**config.mk**
```make
export PLATFORM = sky130hd
export DESIGN_NAME = wdt_regblock
export DESIGN_NICKNAME = d
export VERILOG_FILES = /design/src/rtl/wdt_pkg.sv /design/src/rtl/wdt_tick_gen.sv /design/src/rtl/wdt_read_mux.sv /design/src/rtl/wdt_regblock.sv
export SDC_FILE = /design/constraint.sdc
export NUM_CORES = 1
export LEC_CHECK = 0
export ABC_CLOCK_PERIOD_IN_PS = 2950
export BUFFER_PORTS_ARGS = -buffer_cell sky130_fd_sc_hd__buf_4
export CAP_MARGIN = 20
export CORE_ASPECT_RATIO = 2
export CORE_MARGIN = 1
export CORE_UTILIZATION = 55
export CTS_CLUSTER_SIZE = 24
export DETAILED_ROUTE_END_ITERATION = 8
export PLACE_DENSITY_LB_ADDON = 0.2
export SYNTH_ARGS = -nofsm -noshare
export SYNTH_HDL_FRONTEND = slang
export SYNTH_SLANG_ARGS = --single-unit
export TNS_END_PERCENT = 50
```
**constraint.sdc**
```tcl
create_clock -name clk -period 2.95 [get_ports clk]
set_input_delay 0.1475 -clock clk [delete_from_list [all_inputs] [get_ports clk]]
set_output_delay 0.1475 -clock clk [all_outputs]
set_load 0.1 [all_outputs]
```
**src/rtl/wdt_pkg.sv**
```systemverilog
package wdt_pkg;

    localparam int WORD_W    = 16;
    localparam int NUM_WORDS = 10;

    typedef enum logic [3:0] {
        W_COUNT = 4'd0,
        W_MAIL  = 4'd1,
        W_STS1  = 4'd2,
        W_STS2  = 4'd3,
        W_CTL1  = 4'd4,
        W_CTL2  = 4'd5,
        W_MSG   = 4'd6,
        W_WDC   = 4'd7,
        W_SWIRQ = 4'd8,
        W_INIT  = 4'd9
    } word_e;

    localparam logic [WORD_W-1:0] CTL1_WMASK = 16'hFEFF;
    localparam logic [WORD_W-1:0] STS1_WMASK = 16'hE870;
    localparam logic [WORD_W-1:0] STS2_WMASK = 16'hFFF8;

    localparam int CTL1_HALT   = 11;
    localparam int CTL1_LOCK   = 12;
    localparam int STS1_SWSMI  = 1;
    localparam int STS1_MBOUT  = 2;
    localparam int STS1_TMO    = 3;
    localparam int STS2_SECOND = 1;
    localparam int STS2_BOOT   = 2;

    function automatic logic [WORD_W-1:0] lane_merge(
        input logic [WORD_W-1:0] old_v,
        input logic [WORD_W-1:0] new_v,
        input logic [1:0]        be
    );
        return {be[1] ? new_v[15:8] : old_v[15:8],
                be[0] ? new_v[7:0]  : old_v[7:0]};
    endfunction

endpackage

```
**src/rtl/wdt_tick_gen.sv**
```systemverilog
module wdt_tick_gen #(
    parameter int TICK_DIV = 150_000_000
) (
    input  logic clk,
    input  logic rst_n,
    input  logic run,
    input  logic restart,
    output logic tick
);
    localparam int PW = (TICK_DIV > 1) ? $clog2(TICK_DIV) : 1;
    localparam logic [PW-1:0] LAST = PW'(TICK_DIV - 1);

    logic [PW-1:0] cnt_d, cnt_q;

    assign tick = run && (cnt_q == LAST);

    always_comb begin
        if (restart || !run || tick) begin
            cnt_d = '0;
        end else begin
            cnt_d = cnt_q + PW'(1);
        end
    end

    always_ff @(posedge clk or negedge rst_n) begin
        if (!rst_n) begin
            cnt_q <= '0;
        end else begin
            cnt_q <= cnt_d;
        end
    end
endmodule

```
**src/rtl/wdt_read_mux.sv**
```systemverilog
module wdt_read_mux #(
    parameter int NW = 10,
    parameter int DW = 16
) (
    input  logic [NW-1:0][DW-1:0] words,
    input  logic [3:0]            sel,
    output logic [DW-1:0]         rdata
);
    always_comb begin
        rdata = '0;
        for (int i = 0; i < NW; i++) begin
            if (sel == 4'(i)) begin
                rdata = words[i];
            end
        end
    end
endmodule

```
**src/rtl/wdt_regblock.sv**
```systemverilog
module wdt_regblock
    import wdt_pkg::*;
#(
    parameter int TICK_DIV = 150_000_000,
    parameter int CNT_W    = 10
) (
    input  logic        clk,
    input  logic        rst_n,
    input  logic [3:0]  bus_word,
    input  logic        bus_wr,
    input  logic [1:0]  bus_be,
    input  logic [15:0] bus_wdata,
    output logic [15:0] bus_rdata,
    input  logic        strap_noreboot,
    input  logic        smi_route_en,
    output logic        smi_pulse,
    output logic        nmi_pulse,
    output logic        reset_req,
    output logic        lock_out
);
    localparam int PAD_W = WORD_W - CNT_W;

    typedef struct packed {
        logic [CNT_W-1:0]  count;
        logic [CNT_W-1:0]  start;
        logic [7:0]        mbox_in;
        logic [7:0]        mbox_out;
        logic [WORD_W-1:0] sts1;
        logic [WORD_W-1:0] sts2;
        logic [WORD_W-1:0] ctl1;
        logic [WORD_W-1:0] ctl2;
        logic [7:0]        msg_a;
        logic [7:0]        msg_b;
        logic [7:0]        wdc;
        logic [7:0]        swirq;
        logic              expired_once;
        logic              running;
        logic              smi;
        logic              nmi;
        logic              rst_req;
    } state_t;

    localparam state_t RESET_STATE = '{
        count:        '0,
        start:        CNT_W'(4),
        mbox_in:      8'h00,
        mbox_out:     8'h00,
        sts1:         16'h0000,
        sts2:         16'h0000,
        ctl1:         16'h0000,
        ctl2:         16'h0008,
        msg_a:        8'h00,
        msg_b:        8'h00,
        wdc:          8'h00,
        swirq:        8'h03,
        expired_once: 1'b0,
        running:      1'b0,
        smi:          1'b0,
        nmi:          1'b0,
        rst_req:      1'b0
    };

    state_t q, d;
    logic   tick;
    logic   restart;

    logic [NUM_WORDS-1:0][WORD_W-1:0] words;

    function automatic logic can_run(input logic [WORD_W-1:0] ctl,
                                     input logic [CNT_W-1:0]  start_v);
        return !ctl[CTL1_HALT] && (start_v > CNT_W'(1));
    endfunction

    wdt_tick_gen #(.TICK_DIV(TICK_DIV)) u_tick (
        .clk     (clk),
        .rst_n   (rst_n),
        .run     (q.running),
        .restart (restart),
        .tick    (tick)
    );

    always_comb begin
        logic [WORD_W-1:0] merged;
        logic [WORD_W-1:0] new_ctl;

        d       = q;
        d.smi   = 1'b0;
        d.nmi   = 1'b0;
        restart = 1'b0;
        merged  = '0;
        new_ctl = '0;

        if (bus_wr) begin
            unique case (bus_word)
                W_COUNT: begin
                    if (can_run(q.ctl1, q.start)) begin
                        d.count        = q.start;
                        d.running      = 1'b1;
                        d.expired_once = 1'b0;
                        restart        = 1'b1;
                    end else begin
                        merged  = lane_merge({{PAD_W{1'b0}}, q.count}, bus_wdata, bus_be);
                        d.count = merged[CNT_W-1:0];
                    end
                end
                W_MAIL: begin
                    if (bus_be[0]) begin
                        d.mbox_in          = bus_wdata[7:0];
                        d.sts1[STS1_SWSMI] = 1'b1;
                        d.smi              = 1'b1;
                    end
                    if (bus_be[1]) begin
                        d.mbox_out         = bus_wdata[15:8];
                        d.sts1[STS1_MBOUT] = 1'b1;
                    end
                end
                W_STS1: d.sts1 = lane_merge(q.sts1, bus_wdata, bus_be) & STS1_WMASK;
                W_STS2: d.sts2 = lane_merge(q.sts2, bus_wdata, bus_be) & STS2_WMASK;
                W_CTL1: begin
                    new_ctl = lane_merge(q.ctl1, bus_wdata, bus_be) & CTL1_WMASK;
                    new_ctl[CTL1_LOCK] = new_ctl[CTL1_LOCK] | q.ctl1[CTL1_LOCK];
                    d.ctl1 = new_ctl;
                    if (can_run(new_ctl, q.start)) begin
                        d.count   = q.start;
                        d.running = 1'b1;
                        restart   = 1'b1;
                    end else begin
                        d.running = 1'b0;
                    end
                end
                W_CTL2: d.ctl2 = lane_merge(q.ctl2, bus_wdata, bus_be);
                W_MSG: begin
                    if (bus_be[0]) d.msg_a = bus_wdata[7:0];
                    if (bus_be[1]) d.msg_b = bus_wdata[15:8];
                end
                W_WDC: begin
                    if (bus_be[0]) d.wdc = bus_wdata[7:0];
                end
                W_SWIRQ: begin
                    if (bus_be[0]) d.swirq = bus_wdata[7:0];
                end
                W_INIT: begin
                    merged  = lane_merge({{PAD_W{1'b0}}, q.start}, bus_wdata, bus_be);
                    d.start = merged[CNT_W-1:0];
                end
                default: ;
            endcase
        end

        // Count-down and expiry; a same-cycle restart or stop takes priority.
        if (tick && q.running && d.running && !restart) begin
            if (q.count <= CNT_W'(1)) begin
                d.sts1[STS1_TMO] = 1'b1;
                if (q.expired_once) begin
                    d.sts2[STS2_SECOND] = 1'b1;
                    d.sts2[STS2_BOOT]   = 1'b1;
                    d.expired_once      = 1'b0;
                    if (!strap_noreboot) begin
                        d.running = 1'b0;
                        d.rst_req = 1'b1;
                        d.count   = '0;
                    end else begin
                        d.count = q.start;
                        d.smi   = d.smi | smi_route_en;
                        d.nmi   = !smi_route_en;
                    end
                end else begin
                    d.expired_once = 1'b1;
                    d.count        = q.start;
                    d.smi          = d.smi | smi_route_en;
                    d.nmi          = !smi_route_en;
                end
            end else begin
                d.count = q.count - CNT_W'(1);
            end
        end
    end

    always_ff @(posedge clk or negedge rst_n) begin
        if (!rst_n) begin
            q <= RESET_STATE;
        end else begin
            q <= d;
        end
    end

    always_comb begin
        words          = '0;
        words[W_COUNT] = {{PAD_W{1'b0}}, q.count};
        words[W_MAIL]  = {q.mbox_out, q.mbox_in};
        words[W_STS1]  = q.sts1;
        words[W_STS2]  = q.sts2;
        words[W_CTL1]  = q.ctl1;
        words[W_CTL2]  = q.ctl2;
        words[W_MSG]   = {q.msg_b, q.msg_a};
        words[W_WDC]   = {8'h00, q.wdc};
        words[W_SWIRQ] = {8'h00, q.swirq};
        words[W_INIT]  = {{PAD_W{1'b0}}, q.start};
    end

    wdt_read_mux #(.NW(NUM_WORDS), .DW(WORD_W)) u_rmux (
        .words (words),
        .sel   (bus_word),
        .rdata (bus_rdata)
    );

    assign smi_pulse = q.smi;
    assign nmi_pulse = q.nmi;
    assign reset_req = q.rst_req;
    assign lock_out  = q.ctl1[CTL1_LOCK];

endmodule

```
======== Word level (Yosys, flattened, before mapping) ========
Cells that the tools add are included.
operators by class
  $add $sub $neg .......................... 2
  multiply operators ...................... 0
  div/mod/pow operators ................... 0
  order comparisons ....................... 2
  eq/ne operators ......................... 15
  shifts and indexed selects .............. 0
  mux-type cells .......................... 72
  bitwise gates (word level) .............. 3
  reductions and logical operators ........ 39
operators with widths
  cell                   count
  $mux 16                14
  $mux 8                 17
  $mux 135               1
  $mux 10                8
  $reduce_and 3->1       18
  $add 28x1->28 const B  1
  $eq 28x28->1 const B   1
  $mux 28                1
  $pmux 10 s2            1
  $eq 4x3->1 const B     4
  $mux 2                 8
  $mux 1                 15
  $mux 13                1
  $reduce_and 4->1       3
  $gt 10x1->1 const B    1
  $le 10x1->1 const B    1
  $mux 5                 2
  $sub 10x1->10 const B  1
  $eq 4x2->1 const B     2
  $eq 4x4->1 const B     2
  $ne 4x4->1 const B     2
  $mux 7                 1
  $logic_and 1x1->1      6
  $logic_not 1->1        5
  12 further kinds       17
word-level totals
  flip-flop bits (word level) ............. 157
  bits in latches ......................... 0
  bits in writable memories ............... 0
  memory bits (read-only) ................. 0
  input port bits ......................... 27
  output and inout bits ................... 20
  word-level logic and storage cells ...... 162
  memories ................................ 0

======== Longest topological paths before layout ========
  depth in word-level cells ............... 11
  gate-level depth with buffers ........... 9
  gate-level depth less buffers ........... 7

======== Hierarchy ========
A second synthesis with hierarchy kept.
second synthesis, totals
  cells, all modules ...................... 853
  area, all modules ....................... 9007.4 sq um
modules (own cells, without submodules)
  module        times used  cells an instance  area an instance (sq um)  sequential area each (sq um)
  wdt_regblock  1           443                5736.8                    3233.1
  wdt_read_mux  1           246                1727.9                    0.0
  wdt_tick_gen  1           164                1542.7                    700.7

======== Worst setup path after synthesis ========
Ideal clock, no wire load.
  path type ............................... input-to-output
  start point ............................. in bus_word[2]
  end point ............................... out bus_rdata[14]
  arrival ................................. 5.750 ns
  required time ........................... 2.803 ns
  path slack .............................. -2.947 ns
  cell stages on the path ................. 5
  buffers on the path ..................... 3
  cells stage by stage .................... clkbuf_1 clkbuf_1 clkbuf_1 a311oi_1 a2111oi_0
between the ends
  longest elaborated chain between the ends .. 10
  elaborated cells between the ends (all ways) .. 18
  classes of those cells .................. 9 x eq/ne; 9 x mux
RTL lines
  what                  line                RTL
  start, declared       wdt_regblock.sv:9   input logic [3:0] bus_word,
  $eq 4x1->1            wdt_read_mux.sv:12  if (sel == 4'(i)) begin
  $mux 16 (8 in a row)  wdt_read_mux.sv:12
  $mux 16 *             wdt_read_mux.sv:12
  end, declared         wdt_regblock.sv:13  output logic [15:0] bus_rdata,
Every way passes the cells marked *; elsewhere a longest branch is shown, timed or not.

======== Final worst setup path ========
  start point ............................. in bus_word[2]
  end point ............................... out bus_rdata[11]
Same word-level chain as after synthesis.

==> results.txt <==
count of routing violations after the opening detailed-route iteration: 389
HPWL after DPL: 16.5 mm
Async S/R FF share, synth: 1.00
Remaining Overflow, GRT: 0
Slew Limit Headroom: 0.494
prevailing post-synth register cell: sky130_fd_sc_hd__dfrtp_1
vias: 6,410
Period Utilization, post-route: 0.841
Root Buffer: sky130_fd_sc_hd__clkbuf_16
cell count after placement: 991
count of flip-flops with a built-in enable after synthesis: 0
Post-Synthesis Cells: 773
I/O pin count: 47
starting density of the core: 0.563
global routing usage summed across all routing layers: 0.321
status: finished clean
CTS tree: built
area used by multi-input combinational logic: 4150 um2
final net count: 853
ANT cells: 0
complex-gate fraction of the synthesized area: 0.104
worst hold path class: in2reg
number of antenna violations at the first check in global routing: 0
Leakage Power: 4.20 nW
kind of end point of the critical path: output port
filler-free cell count of the finished design: 1,031
MaxCap Viol Count: 0
number of sinks handled by clock tree synthesis: 157
Routability Congestion: 0.911
total wirelength of the detailed-routed design: 23.0 mm
height of the chip: 176 um
largest net degree at the start of global routing: 68
multiplexer area fraction after synthesis: 0.189
cell area after technology mapping: 8290 um2
area growth from synthesis to final layout: 14.7%
actual transition at the worst max-transition pin: 757 ps
RSZ-0062 raised after global routing: false
post-layout util: 0.645
post-synthesis register bit count: 157
Post-Route Skew: 7.97 ps
adder-cell share of the synthesized area: 0.00453
insertion delay to the later sink of the worst-skew pair: 430 ps
final routed wire length divided by cell count: 22.3 um
syn_area_per_cell: 10.7 um2
Req. time, crit path: 2800 ps
number of buffers inserted by port buffering: 46
via count of the first global-routing pass: 6,870
top library cells by usage in the layout, fill and taps aside: sky130_fd_sc_hd__dfrtp_1 (153), sky130_fd_sc_hd__mux2_2 (110), sky130_fd_sc_hd__nor2_1 (83)
Site Rows: 63
count of unique library cells instantiated by Yosys: 63
total power divided by cell area: 684 nW/um2
Core Box Area: 14,700 um2
DRT Pass-1 Iters: 5
final routed DRC violation total: 0
footprint of the flip-flops and latches: 3930 um2
total setup violations reported at the end of the flow: 0
Yosys warning count: 0
Synthesized Nets: 803
Die W: 88.8 um
post-synthesis share of cell area spent on xor and xnor gates: 0.0338
crit path from: bus_word[2]
maximum vdd ir drop: 383 uV
depth of the CTS H-tree: 4
hold wc startpoint: bus_wdata[7]
combinational family with the most area after synthesis: multiplexers
Setup crit start kind: input port
share of post-route cells with drive strength above 1: 0.288
Routed Antenna Nets: 0
Clock transition at path regs: 70 ps
share of the yosys chip area belonging to registers: 0.474
crit path time final: 2480 ps
worst setup path class: in2out
number of hold-slack violations in the final timing report: 0
total of cells resized after clock tree synthesis: 0
data arrival time of the critical path: 2330 ps
number of buffers created by CTS: 17
ratio of routed vias to standard cells: 6.22
final design instance area without fill: 9510 um2
simple logic cell fraction of the synthesized area: 0.167
largest driver fanout on the critical path: 32
die footprint: 15,600 um2
critical register-to-register path startpoint: q[124]
achievable clock frequency: 403 MHz
instance area after placement: 8860 um2
most common library cell in the layout ignoring fill and taps: sky130_fd_sc_hd__dfrtp_1
fillcell total: 1,180
maximum clock insertion buffer count: 2
final sum of negative setup slack: 0 ps
global-route wire length before repair: 36.4 mm
number of max-slew violations in the final report: 0
==> kinds of logic (layout without fill, tap and decap cells) <==
group / Yosys count / in the layout
AO/OA/AOI/OAI: 130 / 130
XOR/XNOR: 32 / 32
adder cells (fa/ha/maj): 3 / 3
buffers and inverters: 51 / 114
flip-flops: 157 / 157
multiplexers: 143 / 143
AND/OR/NAND/NOR: 257 / 257
==> synthesized netlist by cell type, drive strengths merged, types with 4 or more instances <==
library cell  count  area share
nor3             15       0.013
a221oi            4      0.0042
dfstp             4       0.013
a31oi             4      0.0030
clkbuf           22       0.010
o21a              4      0.0036
nand3            24       0.016
mux2            111        0.15
a22o              7      0.0074
nand4            12      0.0091
and3             13      0.0098
inv              12      0.0054
xor2             21       0.022
a21oi            34       0.022
a2111oi           4      0.0042
o21ai            45       0.027
a221o             6      0.0072
nor2             88       0.041
dfrtp           153        0.46
nand2            63       0.029
nor2b             7      0.0053
nor4b             5       0.014
buf              17       0.011
mux2i            32       0.039
nand2b            9      0.0086
xnor2            11       0.012
==> final timing paths <==
kind                                  to  slack (ps)  cells past startpoint
hold / removal                     q[12]          20                      3
setup reg to reg                  q[135]         590                      6
max in group asynchronous           q[5]        1730                      3
setup / recovery           bus_rdata[11]         470                      7
hold reg to reg                    q[70]         480                      2
min in group asynchronous         q[104]         300                      2
==> power breakdown <==
group          total [mW]  switching [mW]  internal, mW
Combinational        1.50           0.864         0.633
Clock                2.16           0.965          1.19
Sequential           2.86           0.325          2.53
==> cell type report <==
cell class | count | area share
well taps | 195 | 0.0256
flip-flops and latches | 157 | 0.413
inverters | 12 | 0.00473
clock inverters | 15 | 0.0158
clock buffers | 17 | 0.0447
repair buffers | 70 | 0.0590
multi-input cells | 565 | 0.437
==> registers in the layout (all words and copies together), names as in the netlist <==
| signal | count |
|---|---|
| q | 125 |
| u_tick.cnt_q | 28 |
| lock_out | 1 |
| nmi_pulse | 1 |
| reset_req | 1 |
| smi_pulse | 1 |
==> critical path, stage by stage <==
cell and delay, ps:
sky130_fd_sc_hd__buf_4 330, sky130_fd_sc_hd__nand2b_1 290, sky130_fd_sc_hd__nor2_1 520, sky130_fd_sc_hd__nor2_1 110, sky130_fd_sc_hd__a2111oi_0 440, sky130_fd_sc_hd__a221o_1 200, sky130_fd_sc_hd__buf_4 290
==> stage by stage <==
stage	hold slack (ps)	total power, mW	setup slack [ps]
2_1_floorplan	-148	3.90	-529
3_3_place_gp	173	4.30	563
3_5_place_dp	187	4.36	569
4_1_cts	6.37	6.53	570
5_1_grt	5.55	6.81	372
6_report	15.2	6.51	469
==> repair_timing <==
action                                 CTS  global route
setup endpoints to repair                0             0
setup buffers                            0             0
endpoints found under the hold margin   97             0
hold buffers                             8             0
==> routing by layer <==
metal | up-vias | wire, um | global-route usage
met1 | 3242 | 8110 | 0.326
met5 | - | 0 | 0
met3 | 100 | 839 | 0.0578
met4 | 0 | 1880 | 0.259
li1 | 2871 | - | -
met2 | 197 | 12100 | 0.554
Power figures use the tool's default switching activity.
